===== src/rtl/mpser_pkg.sv =====
package mpser_pkg;

   typedef enum logic [1:0] {
      REG_DATA = 2'd0,
      REG_CTRL = 2'd1,
      REG_STAT = 2'd2,
      REG_BAUD = 2'd3
   } reg_sel_e;

   // control register bit positions
   localparam int unsigned CB_MP    = 0;
   localparam int unsigned CB_FILT  = 1;
   localparam int unsigned CB_BRK   = 2;
   localparam int unsigned CB_RTS   = 3;
   localparam int unsigned CB_MPTX  = 4;
   localparam int unsigned CTRL_W   = 5;

   // status register bit positions
   localparam int unsigned SB_RDY   = 0;
   localparam int unsigned SB_TXE   = 1;
   localparam int unsigned SB_MPB   = 2;
   localparam int unsigned SB_BRK   = 3;
   localparam int unsigned SB_FERR  = 4;
   localparam int unsigned SB_CTS   = 5;
   localparam int unsigned SB_DCD   = 6;
   localparam int unsigned STAT_W   = 7;

   typedef enum logic [1:0] {
      RXE_NONE  = 2'd0,
      RXE_LOAD  = 2'd1,
      RXE_BREAK = 2'd2,
      RXE_DROP  = 2'd3
   } rx_evt_e;

endpackage


===== src/rtl/mpser_baud.sv =====
module mpser_baud #(
   parameter int unsigned DIV_W = 8
) (
   input  logic             clk,
   input  logic             rst_n,
   input  logic [DIV_W-1:0] div_i,
   output logic             tick_o
);

   logic [DIV_W-1:0] cnt_q;

   assign tick_o = (cnt_q >= div_i);

   always_ff @(posedge clk or negedge rst_n) begin
      if (!rst_n) begin
         cnt_q <= '0;
      end else if (tick_o) begin
         cnt_q <= '0;
      end else begin
         cnt_q <= cnt_q + 1'b1;
      end
   end

   // ticks are spaced by divisor+1 clocks, so a nonzero divisor never gives two in a row
   p_tick_gap_r2: assert property (@(posedge clk) disable iff (!rst_n)
      (tick_o && div_i != '0) |=> (!tick_o || div_i == '0));

endmodule


===== src/rtl/mpser_tx.sv =====
module mpser_tx #(
   parameter int unsigned DATA_W = 8,
   parameter int unsigned OVS    = 16
) (
   input  logic              clk,
   input  logic              rst_n,
   input  logic              tick_i,
   input  logic              mp_mode_i,
   input  logic              mp_bit_i,
   input  logic              brk_i,
   input  logic              cts_i,
   input  logic              hold_full_i,
   input  logic [DATA_W-1:0] hold_data_i,
   output logic              take_o,
   output logic              busy_o,
   output logic              txd_o
);

   localparam int unsigned FW = DATA_W + 3;
   localparam int unsigned CW = $clog2(OVS);
   localparam int unsigned BW = $clog2(FW) + 1;
   localparam logic [CW-1:0] CNT_END = CW'(OVS - 1);
   localparam logic [BW-1:0] LAST_MP = BW'(FW - 1);
   localparam logic [BW-1:0] LAST_PL = BW'(FW - 2);

   logic [FW-1:0] sh_q;
   logic [CW-1:0] cnt_q;
   logic [BW-1:0] bidx_q;
   logic [BW-1:0] last_q;
   logic          busy_q;
   logic [FW-1:0] frame_w;
   logic          start_w;

   assign frame_w = {1'b1, (mp_mode_i ? mp_bit_i : 1'b1), hold_data_i, 1'b0};
   assign start_w = !busy_q && hold_full_i && cts_i && !brk_i;
   assign take_o  = start_w;
   assign busy_o  = busy_q;
   assign txd_o   = brk_i ? 1'b0 : (busy_q ? sh_q[0] : 1'b1);

   always_ff @(posedge clk or negedge rst_n) begin
      if (!rst_n) begin
         sh_q   <= '1;
         cnt_q  <= '0;
         bidx_q <= '0;
         last_q <= LAST_PL;
         busy_q <= 1'b0;
      end else if (start_w) begin
         sh_q   <= frame_w;
         cnt_q  <= '0;
         bidx_q <= '0;
         last_q <= mp_mode_i ? LAST_MP : LAST_PL;
         busy_q <= 1'b1;
      end else if (busy_q && tick_i) begin
         if (cnt_q == CNT_END) begin
            cnt_q <= '0;
            if (bidx_q == last_q) begin
               busy_q <= 1'b0;
               sh_q   <= '1;
            end else begin
               bidx_q <= bidx_q + 1'b1;
               sh_q   <= {1'b1, sh_q[FW-1:1]};
            end
         end else begin
            cnt_q <= cnt_q + 1'b1;
         end
      end
   end

   // a frame may only begin in a cycle where CTS allowed it and no break was requested
   p_cts_gate_r4: assert property (@(posedge clk) disable iff (!rst_n)
      $rose(busy_q) |-> ($past(cts_i) && !$past(brk_i)));

   // the first bit on the line after a frame begins is the low start bit
   p_start_low_r2: assert property (@(posedge clk) disable iff (!rst_n)
      $rose(busy_q) |-> (txd_o == 1'b0));

endmodule


===== src/rtl/mpser_rx.sv =====
module mpser_rx
   import mpser_pkg::*;
#(
   parameter int unsigned DATA_W      = 8,
   parameter int unsigned OVS         = 16,
   parameter int unsigned SYNC_STAGES = 2
) (
   input  logic              clk,
   input  logic              rst_n,
   input  logic              tick_i,
   input  logic              rxd_i,
   input  logic              dcd_i,
   input  logic              mp_mode_i,
   input  logic              mp_filt_i,
   output rx_evt_e           evt_o,
   output logic [DATA_W-1:0] data_o,
   output logic              mpb_o,
   output logic              stop_o
);

   localparam int unsigned SW = DATA_W + 2;
   localparam int unsigned CW = $clog2(OVS);
   localparam int unsigned BW = $clog2(SW) + 1;
   localparam logic [CW-1:0] CNT_END  = CW'(OVS - 1);
   localparam logic [CW-1:0] HALF_END = CW'(OVS / 2 - 1);
   localparam logic [BW-1:0] LAST_MP  = BW'(DATA_W + 1);
   localparam logic [BW-1:0] LAST_PL  = BW'(DATA_W);

   typedef enum logic [1:0] {S_IDLE, S_START, S_BITS} rx_st_e;

   logic          rxs;
   rx_st_e        st_q;
   logic [CW-1:0] cnt_q;
   logic [BW-1:0] bidx_q;
   logic [SW-1:0] sh_q;
   logic [SW-1:0] sh_nx;
   logic          armed_q;
   logic [BW-1:0] last_w;

   // line synchroniser: depth chosen by parameter
   if (SYNC_STAGES == 0) begin : g_nosync
      assign rxs = rxd_i;
   end else begin : g_sync
      logic [SYNC_STAGES-1:0] ff_q;
      always_ff @(posedge clk or negedge rst_n) begin
         if (!rst_n) ff_q <= '1;
         else        ff_q <= (ff_q << 1) | SYNC_STAGES'(rxd_i);
      end
      assign rxs = ff_q[SYNC_STAGES-1];
   end

   assign last_w = mp_mode_i ? LAST_MP : LAST_PL;

   always_comb begin
      sh_nx         = sh_q;
      sh_nx[bidx_q] = rxs;
   end

   // classification of a finished frame
   logic [DATA_W-1:0] f_data;
   logic              f_mpb;
   logic              f_stop;
   rx_evt_e           f_evt;

   always_comb begin
      f_data = sh_nx[DATA_W-1:0];
      f_mpb  = mp_mode_i ? sh_nx[DATA_W] : 1'b0;
      f_stop = mp_mode_i ? sh_nx[DATA_W+1] : sh_nx[DATA_W];
      if (f_data == '0 && !f_mpb && !f_stop)       f_evt = RXE_BREAK;
      else if (mp_mode_i && mp_filt_i && !f_mpb)   f_evt = RXE_DROP;
      else                                         f_evt = RXE_LOAD;
   end

   always_ff @(posedge clk or negedge rst_n) begin
      if (!rst_n) begin
         st_q    <= S_IDLE;
         cnt_q   <= '0;
         bidx_q  <= '0;
         sh_q    <= '0;
         armed_q <= 1'b0;
         evt_o   <= RXE_NONE;
         data_o  <= '0;
         mpb_o   <= 1'b0;
         stop_o  <= 1'b1;
      end else begin
         evt_o <= RXE_NONE;
         if (tick_i) begin
            unique case (st_q)
               S_IDLE: begin
                  if (rxs) begin
                     armed_q <= 1'b1;
                  end else if (armed_q && dcd_i) begin
                     st_q  <= S_START;
                     cnt_q <= '0;
                  end
               end
               S_START: begin
                  if (cnt_q == HALF_END) begin
                     cnt_q <= '0;
                     if (!rxs) begin
                        st_q   <= S_BITS;
                        bidx_q <= '0;
                        sh_q   <= '0;
                     end else begin
                        st_q <= S_IDLE;
                     end
                  end else begin
                     cnt_q <= cnt_q + 1'b1;
                  end
               end
               S_BITS: begin
                  if (cnt_q == CNT_END) begin
                     cnt_q <= '0;
                     sh_q  <= sh_nx;
                     if (bidx_q == last_w) begin
                        st_q    <= S_IDLE;
                        armed_q <= 1'b0;
                        evt_o   <= f_evt;
                        data_o  <= f_data;
                        mpb_o   <= f_mpb;
                        stop_o  <= f_stop;
                     end else begin
                        bidx_q <= bidx_q + 1'b1;
                     end
                  end else begin
                     cnt_q <= cnt_q + 1'b1;
                  end
               end
               default: st_q <= S_IDLE;
            endcase
         end
      end
   end

   // a frame result only appears right after the bit-collection phase
   p_evt_source_r6: assert property (@(posedge clk) disable iff (!rst_n)
      (evt_o != RXE_NONE) |-> ($past(st_q) == S_BITS));

   // a frame can only leave idle while carrier detect is asserted
   p_dcd_gate_r12: assert property (@(posedge clk) disable iff (!rst_n)
      (st_q == S_START && $past(st_q) == S_IDLE) |-> $past(dcd_i));

endmodule


===== src/rtl/mpser_port.sv =====
module mpser_port
   import mpser_pkg::*;
#(
   parameter int unsigned DATA_W      = 8,
   parameter int unsigned DIV_W       = 8,
   parameter int unsigned OVS         = 16,
   parameter int unsigned SYNC_STAGES = 2
) (
   input  logic              clk,
   input  logic              rst_n,
   input  logic              host_wr,
   input  logic              host_rd,
   input  logic [1:0]        host_addr,
   input  logic [DATA_W-1:0] host_wdata,
   output logic [DATA_W-1:0] host_rdata,
   output logic              txd_o,
   input  logic              rxd_i,
   output logic              rts_o,
   input  logic              cts_i,
   input  logic              dcd_i,
   output logic              rx_ready_o
);

   initial begin
      if (DATA_W < STAT_W + 1) $error("mpser_port: DATA_W must hold the status field");
      if (DIV_W > DATA_W)      $error("mpser_port: DIV_W must not exceed DATA_W");
      if (OVS < 4 || (OVS % 2) != 0) $error("mpser_port: OVS must be even and at least 4");
   end

   logic [CTRL_W-1:0] ctrl_q;
   logic [DIV_W-1:0]  div_q;
   logic [DATA_W-1:0] hold_q;
   logic              hold_full_q;
   logic [DATA_W-1:0] rxbuf_q;
   logic              rdy_q;
   logic              mpb_q;
   logic              brk_q;
   logic              ferr_q;

   logic              tick;
   logic              take;
   logic              tx_busy;
   rx_evt_e           rx_evt;
   logic [DATA_W-1:0] rx_data;
   logic              rx_mpb;
   logic              rx_stop;

   reg_sel_e sel;
   assign sel = reg_sel_e'(host_addr);

   logic wr_data, wr_ctrl, wr_baud, rd_data, rd_stat;
   assign wr_data = host_wr && sel == REG_DATA;
   assign wr_ctrl = host_wr && sel == REG_CTRL;
   assign wr_baud = host_wr && sel == REG_BAUD;
   assign rd_data = host_rd && sel == REG_DATA;
   assign rd_stat = host_rd && sel == REG_STAT;

   mpser_baud #(.DIV_W(DIV_W)) i_baud (
      .clk    (clk),
      .rst_n  (rst_n),
      .div_i  (div_q),
      .tick_o (tick)
   );

   mpser_tx #(.DATA_W(DATA_W), .OVS(OVS)) i_tx (
      .clk         (clk),
      .rst_n       (rst_n),
      .tick_i      (tick),
      .mp_mode_i   (ctrl_q[CB_MP]),
      .mp_bit_i    (ctrl_q[CB_MPTX]),
      .brk_i       (ctrl_q[CB_BRK]),
      .cts_i       (cts_i),
      .hold_full_i (hold_full_q),
      .hold_data_i (hold_q),
      .take_o      (take),
      .busy_o      (tx_busy),
      .txd_o       (txd_o)
   );

   mpser_rx #(.DATA_W(DATA_W), .OVS(OVS), .SYNC_STAGES(SYNC_STAGES)) i_rx (
      .clk       (clk),
      .rst_n     (rst_n),
      .tick_i    (tick),
      .rxd_i     (rxd_i),
      .dcd_i     (dcd_i),
      .mp_mode_i (ctrl_q[CB_MP]),
      .mp_filt_i (ctrl_q[CB_FILT]),
      .evt_o     (rx_evt),
      .data_o    (rx_data),
      .mpb_o     (rx_mpb),
      .stop_o    (rx_stop)
   );

   // host-side registers
   always_ff @(posedge clk or negedge rst_n) begin
      if (!rst_n) begin
         ctrl_q      <= '0;
         div_q       <= '0;
         hold_q      <= '0;
         hold_full_q <= 1'b0;
      end else begin
         if (wr_ctrl) ctrl_q <= host_wdata[CTRL_W-1:0];
         if (wr_baud) div_q  <= host_wdata[DIV_W-1:0];
         if (wr_data) begin
            hold_q      <= host_wdata;
            hold_full_q <= 1'b1;
         end else if (take) begin
            hold_full_q <= 1'b0;
         end
      end
   end

   // receive-side holding register and flags
   always_ff @(posedge clk or negedge rst_n) begin
      if (!rst_n) begin
         rxbuf_q <= '0;
         rdy_q   <= 1'b0;
         mpb_q   <= 1'b0;
         brk_q   <= 1'b0;
         ferr_q  <= 1'b0;
      end else begin
         if (rx_evt == RXE_LOAD) begin
            rxbuf_q <= rx_data;
            rdy_q   <= 1'b1;
            mpb_q   <= rx_mpb;
         end else if (rd_data) begin
            rdy_q <= 1'b0;
         end
         if (rx_evt == RXE_BREAK)                brk_q <= 1'b1;
         else if (rd_stat)                       brk_q <= 1'b0;
         if (rx_evt == RXE_LOAD && !rx_stop)     ferr_q <= 1'b1;
         else if (rd_stat)                       ferr_q <= 1'b0;
      end
   end

   logic [DATA_W-1:0] stat_w;
   always_comb begin
      stat_w          = '0;
      stat_w[SB_RDY]  = rdy_q;
      stat_w[SB_TXE]  = !hold_full_q;
      stat_w[SB_MPB]  = mpb_q;
      stat_w[SB_BRK]  = brk_q;
      stat_w[SB_FERR] = ferr_q;
      stat_w[SB_CTS]  = cts_i;
      stat_w[SB_DCD]  = dcd_i;
   end

   always_comb begin
      unique case (sel)
         REG_DATA: host_rdata = rxbuf_q;
         REG_CTRL: host_rdata = DATA_W'(ctrl_q);
         REG_STAT: host_rdata = stat_w;
         REG_BAUD: host_rdata = DATA_W'(div_q);
         default:  host_rdata = '0;
      endcase
   end

   assign rts_o      = ctrl_q[CB_RTS];
   assign rx_ready_o = rdy_q;

   // a data read with no frame landing in the same cycle leaves receive-ready clear
   p_ready_clear_r6: assert property (@(posedge clk) disable iff (!rst_n)
      (rd_data && rx_evt != RXE_LOAD) |=> !rx_ready_o);

   // with the filter active, only a marker-bit-1 frame may raise receive-ready
   p_filter_r8: assert property (@(posedge clk) disable iff (!rst_n)
      $rose(rdy_q) |-> (!($past(ctrl_q[CB_MP]) && $past(ctrl_q[CB_FILT])) || mpb_q));

   // a break never raises receive-ready in the same cycle
   p_break_no_ready_r9: assert property (@(posedge clk) disable iff (!rst_n)
      $rose(brk_q) |-> !$rose(rdy_q));

   // the holding register drains only while CTS is asserted
   p_hold_cts_r4: assert property (@(posedge clk) disable iff (!rst_n)
      $fell(hold_full_q) |-> $past(cts_i));

endmodule


===== config.mk =====
export PLATFORM = sky130hd
export DESIGN_NAME = mpser_port
export DESIGN_NICKNAME = d
export VERILOG_FILES = /design/src/rtl/mpser_pkg.sv /design/src/rtl/mpser_baud.sv /design/src/rtl/mpser_tx.sv /design/src/rtl/mpser_rx.sv /design/src/rtl/mpser_port.sv
export SDC_FILE = /design/constraint.sdc
export NUM_CORES = 1
export LEC_CHECK = 0
export BUFFER_PORTS_ARGS = -buffer_cell sky130_fd_sc_hd__buf_2
export CAP_MARGIN = 30
export CELL_PAD_IN_SITES_DETAIL_PLACEMENT = 0
export CELL_PAD_IN_SITES_GLOBAL_PLACEMENT = 2
export CORE_MARGIN = 5
export CORE_UTILIZATION = 25
export DETAILED_ROUTE_END_ITERATION = 10
export PLACE_DENSITY_LB_ADDON = 0.1
export RECOVER_POWER = 25
export SLEW_MARGIN = 20
export SYNTH_ARGS = -nofsm -noshare
export SYNTH_HDL_FRONTEND = slang
export SYNTH_SLANG_ARGS = --single-unit

===== constraint.sdc =====
create_clock -name clk -period 2.1 [get_ports clk]
set_input_delay 0.42 -clock clk [delete_from_list [all_inputs] [get_ports clk]]
set_output_delay 0.42 -clock clk [all_outputs]
set_load 0.02 [all_outputs]

==> results.ini, run 1 <==
[worst_setup_path]
r2r_end=i_rx.sh_q[1]$_DFFE_PN0P_
endpoint=host_rdata[0]
worstPathArrival_ns=1.64
cp-start-kind=flip-flop
required_ns=1.68
setup.worst_path.class=flip-flop to output pin
critPathLaunch=ctrl_q[0]$_DFFE_PN0P_
max_stage_delay_ns=0.51
r2r_setup_slack_ns=0.06
timing.rr.start=i_baud.cnt_q[1]$_DFF_PN0_
critPathCaptureType=output pin
ff2ff_path_depth=9
cp_slowest_cell=mux4_2
path_cells=buf_6, mux4_2, buf_4
cp_max_fo=9

[placed_design]
post-place-ws_ns=-0.126
dp_hpwl_um=10400
io_buffers=27
gp_congestion=0.787
placedCellCount=809
dpl_cell_area_um2=6080

[final_layout]
finalNonFillerCells=837
diodes=0
fin_nets=599
final_area_um2=6680
drive_gt1_share_pct=42.2
utilization_pct=33.1
area_growth_pct=30.7

[synthesis]
yosysMostFrequentCell=dfrtp_1
synth_edf_count=0
ys_warn_count=0
synth-seq-area-share_pct=49.4
ys_ff_latch=100
synth_top_area_share_pct=42.1
synth_top_area_cell=dfrtp_1
synthCells=461
synthArstFlopShare_pct=100
synth_common_cells=86 x dfrtp_1, 38 x mux2_2, 37 x nand2_1
synth.area.top_cells=dfrtp_1 42%, mux2_2 8.4%, dfstp_2 7.2%, ha_1 4.9%, nand2_1 2.7%
synth-main-ff-cell=dfrtp_1
synth_area_um2=5110
syn_avg_cell_area_um2=11.1
synth_fp_nets=498
yosysUniqueCellTypes=63

[timing]
max_freq_ghz=0.485
rsz0062_at_grt=true
period_needed_ns=2.06
setup_viol=0
fin_crit_sh_pct=98.2
relSlewSlack_pct=42.3
tightest_slew_ns=0.865
setup_tns_ns=0
skew_ns=0.00817
fin_hold_ws_ns=0.146
slew_viol_final=0
setup_ws_ns=0.0380
final_hold_viol_count=0

[global_route]
gr-usage-all-layers_pct=12.1
grt_start_max_net_pins=36
overflow=0
antenna_found_initial=0
first_global_vias=3955
grt_pass1_wl_um=22400

[clock_tree]
h-tree-depth=3
cts_tree=yes
cts-hold-fix-buffers=0
cts_buffers=9
clkLatencyLatePin_ns=0.35
cts_sinks=100
clk_pin_slew_ns=0.07
cts_buffer_depth=2
clock_tree.root_cell=clkbuf_16

[detailed_routing]
dr.pass1.iters=4
drc=0
drt-initial-drc-count=111
final_antenna_net_count=0
wl_um=13900
avgRoutedWirePerCell_um=16.5
routed_via_density=4.51
dr_total_vias=3779

[floorplan]
core-area_um2=20200
die_area_um2=23400
die_w_um=153
row_count=52
ioPinCount=28
initial_utilization_pct=25.3
die_y_um=153

[hold_path]
hold_path.class=input pin to async pin

[pwr]
leakagePower_nw=2.95
max-vdd-ir-drop_v=0.000402
power_density_nw_per_um2=924
fin_total_pwr_mw=6.17

[status]
status=completed

[job]
maxCapViolations=0

[placed cells by master (no fill, tap or decap), drive strengths merged, types with 15 or more instances in the layout]
| cell type | Yosys | layout |
|---|---|---|
| a21oi | 19 | 19 |
| buf | 10 | 107 |
| clkbuf | 11 | 15 |
| dfrtp | 86 | 86 |
| ha | 20 | 20 |
| inv | 25 | 26 |
| mux2 | 38 | 38 |
| nand2 | 38 | 38 |
| nand2b | 16 | 16 |
| nand3 | 19 | 19 |
| nor2 | 31 | 31 |
| o21ai | 19 | 20 |
[cells by family (layout without fill, tap and decap cells)]
group	after synthesis	in the layout	synth area share, %
adder cells (fa/ha/maj)	20	20	4.90
AO/OA/AOI/OAI	85	86	12.3
buffers and inverters	46	151	3.80
XOR/XNOR	10	10	1.72
AND/OR/NAND/NOR	145	145	15.0
multiplexers	55	55	12.9
flip-flops	100	100	49.4
[layer usage]
metal / GRT usage [%] / vias to the layer above / share of wire (%)
met3: 2.91 / 20 / 2.3
met2: 20.1 / 41 / 49
met4: 3.39 / 0 / 1.8
met5: 0 / - / 0
li1: - / 1859 / -
met1: 15.9 / 1859 / 47
[final cells by class]
type	count	area, µm²
timing repair buffer	110	797
fill	2103	13500
multi-input combinational	316	2600
inverter	25	93.8
clock inverter	4	53.8
sequential	100	2520
clock buffer	12	268
tap	270	338
[flip-flops by register name, summed over array words and instances, names as in the netlist, 2 cells and up]
register and cells:
ctrl_q 5, div_q 8, hold_q 8, i_baud.cnt_q 8
i_rx.bidx_q 5, i_rx.cnt_q 4, i_rx.data_o 8, i_rx.evt_o 2
i_rx.g_sync.ff_q 2, i_rx.sh_q 10, i_rx.st_q 2, i_tx.bidx_q 5
i_tx.cnt_q 4, i_tx.last_q 2, i_tx.sh_q 10, rxbuf_q 8
[power by group]
part	internal (mW)	switching (mW)
clock network	1.04	0.782
logic	0.865	0.817
registers	2.36	0.309
[how the worst min path moves through the flow]
stage                             startpoint  cells past startpoint                             to  slack (ns)
2_1_floorplan                          rst_n                      0              brk_q$_DFFE_PN0P_        0.12
3_3_place_gp   i_rx.g_sync.ff_q[0]$_DFF_PN1_                      0  i_rx.g_sync.ff_q[1]$_DFF_PN1_        0.35
3_5_place_dp   i_rx.g_sync.ff_q[0]$_DFF_PN1_                      0  i_rx.g_sync.ff_q[1]$_DFF_PN1_        0.35
4_1_cts                                rst_n                      1      i_baud.cnt_q[1]$_DFF_PN0_        0.02
5_1_grt                                rxd_i                      1  i_rx.g_sync.ff_q[0]$_DFF_PN1_        0.14
6_report                               rst_n                      1       i_rx.armed_q$_DFFE_PN0P_        0.15
[critical path: cells and delay by family, from the launching register on]
| kind | cells | cell delay (ns) |
|---|---|---|
| mux | 1 | 0.51 |
| buf+inv | 2 | 0.36 |
| flops | 1 | 0.42 |
[timing repair]
action,CTS,global route
setup buffers,0,12
resized for setup,11,37
pin swaps,1,17
gates cloned,0,1
setup endpoints to repair,24,36
Note: power is estimated with default switching activity, not from simulation.
==> run 2, diff against run 1 <==
Settings changed: ABC_AREA from default to 1.
==> run 2 against run 1 <==
Critical path depth is 7 higher. Register-to-register slack gained 0.12 ns. Global-route usage hardly changed. Count of clock-buffer cells in the layout down 1. Clock power is 8% higher. Synthesized cell count up 33%. Final cell count rose by 13%. Final area down 7.7%.
==> results.ini, run 2 <==
[status]
status=completed

[worst_setup_path]
path_delay_family=buffers and inverters
worstPathArrival_ns=2.19
ff2ff_path_depth=10
required_ns=2.36
crit_buf_inv=3
cpMostUsedCell=nand2_2
r2r_end=i_rx.sh_q[4]$_DFFE_PN0P_
cp_max_fo=20
timing.rr.start=div_q[7]$_DFFE_PN0P_
max_stage_delay_ns=0.39
r2r_setup_slack_ns=0.18
critPathCaptureType=flip-flop
cp_slowest_cell=dfrtp_1
setup.worst_path.class=flip-flop to flip-flop
path_cells=inv_1, ha_1, a21o_1, nor2_1, nand2_2, buf_4, nand2_2, buf_8, nand2_1, o31ai_2
cp-start-kind=flip-flop

[placed_design]
gp_congestion=0.752
placedCellCount=929
io_buffers=27
dp_hpwl_um=10300
dpl_cell_area_um2=5770

[floorplan]
die_w_um=152
row_count=52
die_area_um2=23200
ioPinCount=28
die_y_um=152
initial_utilization_pct=25.2
core-area_um2=20100

[synthesis]
yosysUniqueCellTypes=30
synth.area.top_cells=dfrtp_1 42%, nand2_1 12%, dfstp_2 7.3%, o21ai_0 5.7%, inv_1 5.6%
synth_common_cells=163 x nand2_1, 86 x dfrtp_1, 76 x inv_1
synth_area_um2=5070
synth_top_area_cell=dfrtp_1
synth_fp_nets=652
synth-seq-area-share_pct=49.7
synth-main-ff-cell=dfrtp_1
ys_warn_count=0
synthCells=615
synth_top_area_share_pct=42.5
syn_avg_cell_area_um2=8.24
synthArstFlopShare_pct=100
yosysMostFrequentCell=nand2_1
synth_edf_count=0
ys_ff_latch=100

[pwr]
max-vdd-ir-drop_v=0.000384
leakagePower_nw=3.08
fin_total_pwr_mw=6.10
power_density_nw_per_um2=990

[clock_tree]
cts_sinks=100
cts_buffer_depth=2
cts_tree=yes
cts-hold-fix-buffers=0
postCtsSetupBuffers=0
clkLatencyLatePin_ns=0.35
cts_buffers=9
clk_pin_slew_ns=0.07
h-tree-depth=3
clock_tree.root_cell=clkbuf_16

[timing]
fin_crit_sh_pct=91.6
tightest_slew_ns=1.16
setup_viol=0
setup_tns_ns=0
skew_ns=0.0103
rsz0062_at_grt=false
final_hold_viol_count=0
relSlewSlack_pct=22.7
slew_viol_final=0
max_freq_ghz=0.520
period_needed_ns=1.92

[detailed_routing]
final_antenna_net_count=0
dr_total_vias=4093
routed_via_density=4.32
avgRoutedWirePerCell_um=14.8
drt-initial-drc-count=231
dr.pass1.iters=4
wl_um=14000
drc=0

[hold_path]
hold_path.class=input pin to flip-flop
hold_start=rxd_i
whs_endpoint=i_rx.g_sync.ff_q[0]$_DFF_PN1_
hold_path_depth=1

[global_route]
overflow=0
grt_pass1_wl_um=22400
gr-usage-all-layers_pct=12.1
grt_start_max_net_pins=42
antenna_found_initial=0
first_global_vias=4005

[final_layout]
area_growth_pct=21.6
fillers=2136
final_common_cell=nand2_1
layout_common_cells=160 x nand2_1, 86 x dfrtp_1, 76 x inv_1, 56 x o21ai_0, 41 x nor2_1
multi_input_area_um2=2230
utilization_pct=30.7
regArea_um2=2520
fin_nets=709
diodes=0
final_area_um2=6160
reg_top3=i_rx.sh_q: 10 flops, i_tx.sh_q: 10 flops
finalNonFillerCells=947
drive_gt1_share_pct=17.6

[job]
maxCapViolations=0

[run 2: cell count changes in the layout (fill, tap and decap cells not counted), moves of 8 or more]
cell and delta:
a21oi_1 +10, buf_4 -50, inv_1 +57, mux2_2 -29, mux2i_1 -10, nand2_1 +124
nand2b_1 -13, nand3_1 +8, nand4_1 +11, nor2_1 +14, o21ai_0 +41, o21ai_1 +12
o221a_2 -8
[run 2: logic make-up after synthesis]
| kind of cell | synth area share [%] |
|---|---|
| multiplexers | 2.00 |
| buffers and inverters | 7.23 |
| XOR/XNOR | 1.56 |
| flip-flops | 49.7 |
| AO/OA/AOI/OAI | 12.6 |
| adder cells (fa/ha/maj) | 4.94 |
| AND/OR/NAND/NOR | 22.0 |
[run 2: worst max-delay path by stage]
stage               slack [ns]  cells after the start                 startpoint                         end
global route              0.02                     12  i_baud.cnt_q[0]$_DFF_PN0_    i_rx.sh_q[2]$_DFFE_PN0P_
global placement          0.09                     10       div_q[7]$_DFFE_PN0P_    i_tx.sh_q[7]$_DFFE_PN1P_
floorplan                 0.28                     13  i_baud.cnt_q[3]$_DFF_PN0_  i_tx.bidx_q[0]$_DFFE_PN0P_
detailed placement        0.07                     10       div_q[7]$_DFFE_PN0P_    i_tx.sh_q[8]$_DFFE_PN1P_
CTS                       0.04                     10       div_q[7]$_DFFE_PN0P_    i_tx.sh_q[1]$_DFFE_PN1P_
finish                    0.18                     10       div_q[7]$_DFFE_PN0P_    i_rx.sh_q[4]$_DFFE_PN0P_
[run 2: repair_timing]
action,4_1_cts,5_1_grt
endpoints found under the setup margin,0,30
hold endpoints to repair,0,0
gates resized for setup,0,14
[run 2: cell type report]
cell class	instances	area share, %
Inverter	78	4.75
Multi-Input combinational cell	422	36.2
Clock inverter	5	1.75
Clock buffer	11	3.94
Sequential cell	100	40.9
Timing Repair Buffer	61	6.96
Tap cell	270	5.48
[run 2: power breakdown]
| part | internal, mW | switching, mW |
|---|---|---|
| Sequential | 2.25 | 0.250 |
| Combinational | 0.637 | 0.996 |
| Clock | 1.21 | 0.765 |
[run 2: through the flow]
stage | setup WS [ns] | hold WS [ns]
finish | 0.176 | 0.163
floorplan | 0.278 | 0.124
global placement | 0.0921 | 0.347
CTS | 0.0364 | 0.0900
detailed placement | 0.0715 | 0.348
global route | 0.0162 | 0.136
[run 2: routing by layer]
| metal | global-route usage [%] | vias to the layer above | wire [µm] |
|---|---|---|---|
| met2 | 19.8 | 47 | 6680 |
| met3 | 3.01 | 9 | 401 |
| met5 | 0 | - | 0 |
| li1 | - | 2120 | - |
| met4 | 2.70 | 0 | 105 |
| met1 | 16.3 | 1917 | 6850 |
